`src/rtl/igv_pkg.sv`:
```
package igv_pkg;
  // Fault class encoding presented at the top ports
  localparam logic [1:0] FC_NONE = 2'b00;
  localparam logic [1:0] FC_GP   = 2'b01;

  // Gate type codes (entry bits 43:40)
  localparam logic [3:0] GT_INT64  = 4'hE;
  localparam logic [3:0] GT_TRAP64 = 4'hF;
  localparam logic [3:0] GT_INT16  = 4'h6;
  localparam logic [3:0] GT_TRAP16 = 4'h7;

  // Strobes from control to datapath
  typedef struct packed {
    logic capture;     // load result registers
    logic fault;       // delivery faults
    logic citeVector;  // error code names the vector
  } igvStrobe_t;
endpackage

```
`src/rtl/igv_datapath.sv`:
```
module igv_datapath
  import igv_pkg::*;
#(
  parameter int VA_WIDTH = 48,
  parameter int VEC_W    = 8,
  parameter int ERR_W    = 16
) (
  input  logic             clk,
  input  logic             rstN,
  input  logic [127:0]     gateEntry,
  input  logic [VEC_W-1:0] vector,
  input  logic [63:0]      csDesc,
  input  igvStrobe_t       strobe,
  output logic             typeOk,
  output logic             typeLegacy16,
  output logic             csBad,
  output logic             nonCanon,
  output logic             fault,
  output logic [1:0]       faultClass,
  output logic [ERR_W-1:0] errCode,
  output logic [63:0]      targetIp
);
  localparam int TOP_BITS = 64 - VA_WIDTH + 1;
  localparam int PAD_W    = ERR_W - VEC_W - 3;

  logic [3:0]          gateType;
  logic [63:0]         ipNext;
  logic [TOP_BITS-1:0] ipTop;
  logic [ERR_W-1:0]    vecCode;

  assign gateType     = gateEntry[43:40];
  assign ipNext       = {gateEntry[95:64], gateEntry[63:48], gateEntry[15:0]};
  assign ipTop        = ipNext[63:VA_WIDTH-1];
  assign typeOk       = (gateType == GT_INT64) || (gateType == GT_TRAP64);
  assign typeLegacy16 = (gateType == GT_INT16) || (gateType == GT_TRAP16);
  assign csBad        = !(csDesc[53] && !csDesc[54]);
  assign nonCanon     = !((&ipTop) || !(|ipTop));

  generate
    if (PAD_W > 0) begin : g_pad
      assign vecCode = {{PAD_W{1'b0}}, vector, 3'b010};
    end else begin : g_nopad
      assign vecCode = ERR_W'({vector, 3'b010});
    end
  endgenerate

  always_ff @(posedge clk or negedge rstN) begin
    if (!rstN) begin
      fault      <= 1'b0;
      faultClass <= FC_NONE;
      errCode    <= '0;
      targetIp   <= '0;
    end else if (strobe.capture) begin
      fault      <= strobe.fault;
      faultClass <= strobe.fault ? FC_GP : FC_NONE;
      errCode    <= strobe.citeVector ? vecCode : '0;
      targetIp   <= ipNext;
    end
  end
endmodule

```
`src/rtl/igv_control.sv`:
```
module igv_control
  import igv_pkg::*;
(
  input  logic       clk,
  input  logic       rstN,
  input  logic       checkValid,
  input  logic       typeOk,
  input  logic       typeLegacy16,
  input  logic       csBad,
  input  logic       nonCanon,
  output igvStrobe_t strobe,
  output logic       done
);
  always_comb begin
    strobe.capture    = checkValid;
    strobe.fault      = 1'b0;
    strobe.citeVector = 1'b0;
    if (!typeOk) begin
      strobe.fault      = 1'b1;
      strobe.citeVector = !typeLegacy16;
    end else if (csBad) begin
      strobe.fault      = 1'b1;
      strobe.citeVector = 1'b1;
    end else if (nonCanon) begin
      strobe.fault      = 1'b1;
    end
  end

  always_ff @(posedge clk or negedge rstN) begin
    if (!rstN) done <= 1'b0;
    else       done <= checkValid;
  end
endmodule

```
`src/rtl/igv_top.sv`:
```
module igv_top
  import igv_pkg::*;
#(
  parameter int VA_WIDTH = 48
) (
  input  logic         clk,
  input  logic         rstN,
  input  logic         checkValid,
  input  logic [127:0] gateEntry,
  input  logic [7:0]   vector,
  input  logic [63:0]  csDesc,
  output logic         done,
  output logic         fault,
  output logic [1:0]   faultClass,
  output logic [15:0]  errCode,
  output logic [63:0]  targetIp
);
  igvStrobe_t strobe;
  logic typeOk, typeLegacy16, csBad, nonCanon;

  igv_control u_ctl (
    .clk(clk), .rstN(rstN), .checkValid(checkValid),
    .typeOk(typeOk), .typeLegacy16(typeLegacy16),
    .csBad(csBad), .nonCanon(nonCanon),
    .strobe(strobe), .done(done)
  );

  igv_datapath #(.VA_WIDTH(VA_WIDTH), .VEC_W(8), .ERR_W(16)) u_dp (
    .clk(clk), .rstN(rstN), .gateEntry(gateEntry), .vector(vector),
    .csDesc(csDesc), .strobe(strobe),
    .typeOk(typeOk), .typeLegacy16(typeLegacy16),
    .csBad(csBad), .nonCanon(nonCanon),
    .fault(fault), .faultClass(faultClass),
    .errCode(errCode), .targetIp(targetIp)
  );
endmodule

```
`config.mk`:
```
export PLATFORM = sky130hd
export DESIGN_NAME = igv_top
export DESIGN_NICKNAME = d
export VERILOG_FILES = /design/src/rtl/igv_pkg.sv /design/src/rtl/igv_datapath.sv /design/src/rtl/igv_control.sv /design/src/rtl/igv_top.sv
export SDC_FILE = /design/constraint.sdc
export NUM_CORES = 1
export LEC_CHECK = 0
export BUFFER_PORTS_ARGS = -buffer_cell sky130_fd_sc_hd__buf_2
export CORE_AREA = 2 2 111 113
export CTS_CLUSTER_DIAMETER = 40
export CTS_CLUSTER_SIZE = 20
export DETAILED_ROUTE_END_ITERATION = 10
export DIE_AREA = 0 0 113 115
export PLACE_DENSITY = 0.59
export SETUP_SLACK_MARGIN = 0.15
export SYNTH_ARGS = -nofsm -noshare
export SYNTH_HDL_FRONTEND = slang
export SYNTH_SLANG_ARGS = --single-unit
```
`constraint.sdc`:
```
create_clock -name clk -period 1.1 [get_ports clk]
set_clock_uncertainty 0.05 [all_clocks]
set_input_delay 0.165 -clock clk [delete_from_list [all_inputs] [get_ports clk]]
set_output_delay 0.165 -clock clk [all_outputs]
set_load 0.02 [all_outputs]
```
==> results.cfg, run 1 <==
[finish]
nNetsFinal = 607
drive_gt1_share_pct = 67.0
fill_cells = 1100
synthToLayoutAreaGrowth_pct = 73.9
finalInstanceArea_um2 = 5130
instances_no_fill = 557

[power_and_ir_drop]
worst_ir_drop_vdd_v = 0.000660
p_int_uw = 5860
p_sw_uw = 2060
p_clk_share_pct = 36.5
pwr-share-seq_pct = 40.7
pwr-share-comb_pct = 22.8
swShare_pct = 26.0
p_leak_uw = 0.00245
power-per-cell-area_nw_per_um2 = 1540

[sta]
fmax_mhz = 903
rsz0062_at_grt = yes
period_share_pct = 101
slew_viol_final = 0
min_period_ns = 1.11
worst_slack_ns = -0.00736
setup_viol = 2
hold_viol = 0

[critical_path]
critPathKind = reg -> out
worst_ep_arrival_time_ns = 0.89
critPathBufInv = 1
path_cells = buf_2
startpoint_type = flop
cpPeakStageDelay_ns = 0.40
rr_startpoint = u_dp.targetIp[18]
r2r-end = u_dp.targetIp[18]
cp_top_family = flip-flops
cp_max_fo = 3
required_ns = 0.88
r2r_cells = 2
worstSetupEndpointType = output pin
crit_path_top_delay_cell = dfrtp_1
rrSetupSlack_ns = 0.14

[placement]
numPortBuffers = 155
routabilityCongestion = 0.784
hpwl_um = 5420
place_area_um2 = 4000
placedCellCount = 502

[run_status]
violations = design-rule violations, negative setup slack
outcome = finished with violations

[worst_hold_path]
hold_end = u_dp.targetIp[31]
hold_start = gateEntry[63]
worstHoldPathType = in -> reg
holdPathStages = 2

[routing]
vias_per_cell = 4.22
dr.first_iter.drc_count = 109
drc_errors = 30
drt-wirelength-per-cell_um = 14.3
firstDrtPassIters = 7
drt_wl_total_um = 7940
detail-route-antenna-nets = 0
vias = 2350

[global_routing]
grt_pass1_wl_um = 12200
grt_use_total_pct = 12.1
grt_overflow = 0
grt_pass1_vias = 2408
grt_max_degree = 76
antenna_found_initial = 0

[clock_network]
insertion_delay_ns = 0.32
cts_tree = done
cts_root_buf = clkbuf_16
clkSinkCount = 75
clk_path_buf_depth = 2
cts_made_buffers = 9
cts.reportedPaths.clkPinSlew_ns = 0.06
htreeDepth = 3

[floorplan]
die_h_um = 115
ios = 287
start_util_pct = 25.0
coreArea_um2 = 11800
die_area_um2 = 13000
num_rows = 40
die_w_um = 113

[logic_synthesis]
ys_warn_count = 0
yosysUniqueCellTypes = 23
ys_ff_latch = 75
ys_seq_area_share_pct = 63.6
synthCells = 188
synth_area_per_cell_um2 = 15.7
syn_area_um2 = 2950

[job]
drv_cap = 0
## cell usage in the layout (no fill, tap or decap)
| master | synthesis | routed |
|---|---|---|
| bufinv_16 | 0 | 1 |
| clkbuf_16 | 0 | 9 |
| buf_4 | 10 | 32 |
| a21o_1 | 1 | 1 |
| mux2_2 | 63 | 59 |
| a31oi_1 | 1 | 1 |
| clkbuf_1 | 0 | 1 |
| nand4_1 | 5 | 5 |
| a31oi_4 | 1 | 1 |
| a22o_1 | 8 | 8 |
| dlygate4sd3_1 | 0 | 22 |
| clkinvlp_4 | 0 | 1 |
| nor2_1 | 3 | 3 |
| o21ai_1 | 1 | 1 |
| clkinv_2 | 0 | 3 |
| buf_2 | 2 | 80 |
| o21ai_2 | 0 | 1 |
| clkbuf_8 | 0 | 1 |
| nor4b_2 | 0 | 1 |
| buf_12 | 1 | 3 |
| diode_2 | 0 | 1 |
| mux2_4 | 0 | 4 |
| nand2_1 | 2 | 2 |
| o2bb2ai_1 | 1 | 1 |
| or4_1 | 1 | 1 |
| inv_1 | 2 | 2 |
| nor4_1 | 2 | 2 |
| dfrtp_1 | 75 | 75 |
| inv_2 | 1 | 1 |
| buf_6 | 3 | 77 |
| nor3_1 | 2 | 2 |
| conb_1 | 1 | 8 |
## timing repair
item                                    CTS  global route
buffers inserted                          9             7
hold endpoints to repair                 96             0
hold buffers                             22             0
gates resized for setup                 148            10
endpoints found under the setup margin   76            81
## cell usage after synthesis, drive strengths merged
| cell | n | share of area, % |
|---|---|---|
| a21o | 1 | 0.25 |
| a22o | 8 | 2.4 |
| a31oi | 2 | 0.93 |
| buf | 16 | 4.7 |
| conb | 1 | 0.13 |
| dfrtp | 75 | 64 |
| inv | 3 | 0.38 |
| mux2 | 63 | 24 |
| nand2 | 2 | 0.25 |
| nand4 | 5 | 1.1 |
| nor2 | 3 | 0.38 |
| nor3 | 2 | 0.34 |
| nor4 | 2 | 0.42 |
| nor4b | 1 | 0.30 |
| o21ai | 2 | 0.34 |
| o2bb2ai | 1 | 0.30 |
| or4 | 1 | 0.25 |
## final cells by class
cell class | instances | area, um^2 | share of cell area [%]
Antenna cell | 1 | 2.50 | 0.0487
Clock buffer | 11 | 243 | 4.73
Clock inverter | 5 | 52.6 | 1.02
Inverter | 3 | 11.3 | 0.219
Multi-Input combinational cell | 101 | 977 | 19.0
Sequential cell | 75 | 1880 | 36.5
Tap cell | 147 | 184 | 3.58
Timing Repair Buffer | 214 | 1790 | 34.8
## registers in the layout, indices dropped and copies added, names as in the netlist
name           cells
u_ctl.done         1
u_dp.errCode       9
u_dp.targetIp     64
u_dp.fault         1
## cells by family after synthesis
kind of cell | after synthesis | synth area share (%)
other | 1 | 0.127
flip-flops | 75 | 63.6
multiplexers | 63 | 24.0
buffers and inverters | 19 | 5.08
AO/OA/AOI/OAI | 14 | 4.19
AND/OR/NAND/NOR | 16 | 3.01
## routing by layer
layer	global-route usage, %	share of wire [%]
met1	15.4	42
met2	18.4	47
met5	0	0
met3	5.48	11
met4	4.47	1.2
## power groups by stage
stage / logic (uW) / registers, uW / clock network (uW)
2_1_floorplan: 398 / 3550 / 0
3_3_place_gp: 1320 / 3200 / 0
3_5_place_dp: 1330 / 3210 / 0
4_1_cts: 1760 / 3230 / 3020
5_1_grt: 1920 / 3260 / 3150
6_report: 1810 / 3230 / 2890
## worst max-delay path by stage
stage,end,from,cells after the start,slack (ns)
finish,fault,u_dp.fault,1,-0.007
CTS,fault,u_dp.fault,1,-0.05
global route,fault,u_dp.fault,1,-0.06
floorplan,u_dp.fault,gateEntry[91],3,0.06
global placement,u_dp.fault,gateEntry[91],4,-0.18
detailed placement,u_dp.fault,gateEntry[91],4,-0.17
## metrics by stage
stage / utilization (%) / TNS, ns / hold WS, ns / power (uW) / setup WS, ns
after floorplan: - / 0 / -0.181 / 3940 / 0.0573
after global placement: 33.8 / -2.04 / 0.165 / 4520 / -0.181
after detailed placement: 33.8 / -2.53 / 0.165 / 4540 / -0.174
after CTS: 42.7 / -0.135 / 0.000459 / 8000 / -0.0492
after global routing: 43.5 / -0.759 / 0.00412 / 8330 / -0.0625
final: 43.5 / -0.0142 / 0.0157 / 7930 / -0.00736
No activity file was read; power rests on OpenSTA's default activity.
==> inputs of run 2 (changes only) <==
--- a/config.mk
+++ b/config.mk
@@ -6,12 +6,13 @@
 export NUM_CORES = 1
 export LEC_CHECK = 0
 export BUFFER_PORTS_ARGS = -buffer_cell sky130_fd_sc_hd__buf_2
-export CORE_AREA = 2 2 111 113
-export CTS_CLUSTER_DIAMETER = 40
+export CORE_AREA = 2 2 112 114
+export CTS_BUF_LIST = sky130_fd_sc_hd__clkbuf_4 sky130_fd_sc_hd__clkbuf_8
+export CTS_CLUSTER_DIAMETER = 150
 export CTS_CLUSTER_SIZE = 20
 export DETAILED_ROUTE_END_ITERATION = 10
-export DIE_AREA = 0 0 113 115
-export PLACE_DENSITY = 0.59
+export DIE_AREA = 0 0 114 116
+export PLACE_DENSITY = 0.58
 export SETUP_SLACK_MARGIN = 0.15
 export SYNTH_ARGS = -nofsm -noshare
 export SYNTH_HDL_FRONTEND = slang
==> results.cfg, run 2 (synthesis gave the netlist of run 1 again) <==
[routing]
detail-route-antenna-nets = 0
dr.first_iter.drc_count = 59
drt_wl_total_um = 8580
drt-wirelength-per-cell_um = 14.5
vias = 2505
vias_per_cell = 4.23
drc_errors = 0
firstDrtPassIters = 4

[critical_path]
cpPeakStageDelay_ns = 0.44
crit_path_top_delay_cell = dfrtp_2
rr_startpoint = u_dp.targetIp[3]
cp_top_family = flip-flops
path_cells = buf_6
startpoint_type = flop
critPathKind = reg -> out
required_ns = 0.88
critPathBufInv = 1
cp-startpoint = u_dp.fault
worst_ep_arrival_time_ns = 0.93
worstSetupEndpointType = output pin
cp_max_fo = 3
rrSetupSlack_ns = 0.14

[finish]
nNetsFinal = 646
diodes = 0
finalInstanceArea_um2 = 5400
final_cell_mix = buf_2, buf_6, dfrtp_1
drive_gt1_share_pct = 62.0
instances_no_fill = 592
largest_register_ffs = 64
fill_cells = 1038
synthToLayoutAreaGrowth_pct = 82.8
regMostFlops = u_dp.targetIp
reg_top3 = u_dp.targetIp: 64 flops, u_dp.errCode: 9 flops
final_util_pct = 45.3

[floorplan]
start_util_pct = 24.8
die_h_um = 116
die_w_um = 114
num_rows = 40
die_area_um2 = 13200
ios = 287
coreArea_um2 = 11900

[sta]
worst_slack_ns = -0.0493
min_period_ns = 1.15
setup_viol = 22
slew_viol_final = 0
fmax_mhz = 870
whs_ns = 0.0306
hold_viol = 0
rsz0062_at_grt = yes
period_share_pct = 104

[worst_hold_path]
hold_start = gateEntry[88]
worstHoldPathType = in -> reg

[clock_network]
cts_root_buf = clkbuf_8
cts_tree = done
insertion_delay_ns = 0.35
cts_made_buffers = 9
clk_path_buf_depth = 2
clkSinkCount = 75
htreeDepth = 3
cts.reportedPaths.clkPinSlew_ns = 0.07

[power_and_ir_drop]
power-per-cell-area_nw_per_um2 = 1300
worst_ir_drop_vdd_v = 0.000706
p_leak_uw = 0.00256

[placement]
hpwl_um = 5670
numPortBuffers = 155
place_area_um2 = 4040
placedCellCount = 506
place_ws_ns = -0.190
routabilityCongestion = 0.790

[global_routing]
grt_pass1_wl_um = 13300
gr-usage-met3_pct = 6.59
met2_usage_pct = 22.1
antenna_found_initial = 0
top_usage_layer = met2
grt_overflow = 0
use_met1_pct = 15.3
grt_use_total_pct = 13.5
grt_pass1_vias = 2636
grt_max_degree = 29

[run_status]
outcome = finished with violations
violations = negative setup slack

[job]
drv_cap = 0
-- run 2: cell count changes in the layout (fill, tap and decap cells not counted), moves of 2 or more --
| cell | previous run | this run |
|---|---|---|
| buf_2 | 80 | 78 |
| buf_4 | 32 | 36 |
| clkbuf_16 | 9 | 0 |
| clkbuf_4 | 0 | 3 |
| clkbuf_8 | 1 | 10 |
| clkinv_2 | 3 | 0 |
| dlygate4sd3_1 | 22 | 57 |
-- run 2: layout make-up --
type | count | area, um^2 | area share (%)
Clock buffer | 13 | 160 | 2.97
Inverter | 3 | 11.3 | 0.209
Multi-Input combinational cell | 101 | 973 | 18.0
Sequential cell | 75 | 1880 | 34.8
Tap cell | 147 | 184 | 3.41
Timing Repair Buffer | 253 | 2190 | 40.6
-- run 2: worst paths after layout --
path / to / cells after the start
setup reg to reg: u_dp.targetIp[3] / 2
max in group asynchronous: u_dp.fault / 3
hold / removal: u_dp.targetIp[56] / 2
setup / recovery: fault / 1
min in group asynchronous: u_dp.targetIp[3] / 2
hold reg to reg: u_dp.errCode[1] / 1
-- run 2: routing by layer --
layer	vias to the layer above	part of all wire, %
met2	125	48
met5	-	0
li1	1171	-
met1	1198	41
met3	11	9.5
met4	0	1.4
-- run 2: report_power, final --
group          switching, uW  internal, uW  total [uW]
clock network            946           921        1870
logic                    809          1120        1920
registers                195          3030        3220
total                   1950          5070        7010
-- run 2: what timing repair did --
| item | in CTS | in global routing |
|---|---|---|
| hold buffers | 57 | 0 |
| gates resized for setup | 148 | 12 |
| setup endpoints to repair | 76 | 79 |
| setup buffers | 10 | 6 |
| endpoints found under the hold margin | 131 | 0 |
-- run 2: metrics by stage --
step | total power, uW | setup TNS (ns)
2_1_floorplan | 3940 | 0
3_3_place_gp | 4540 | -1.57
3_5_place_dp | 4560 | -2.39
4_1_cts | 7050 | -2.29
5_1_grt | 7370 | -4.03
6_report | 7010 | -0.239
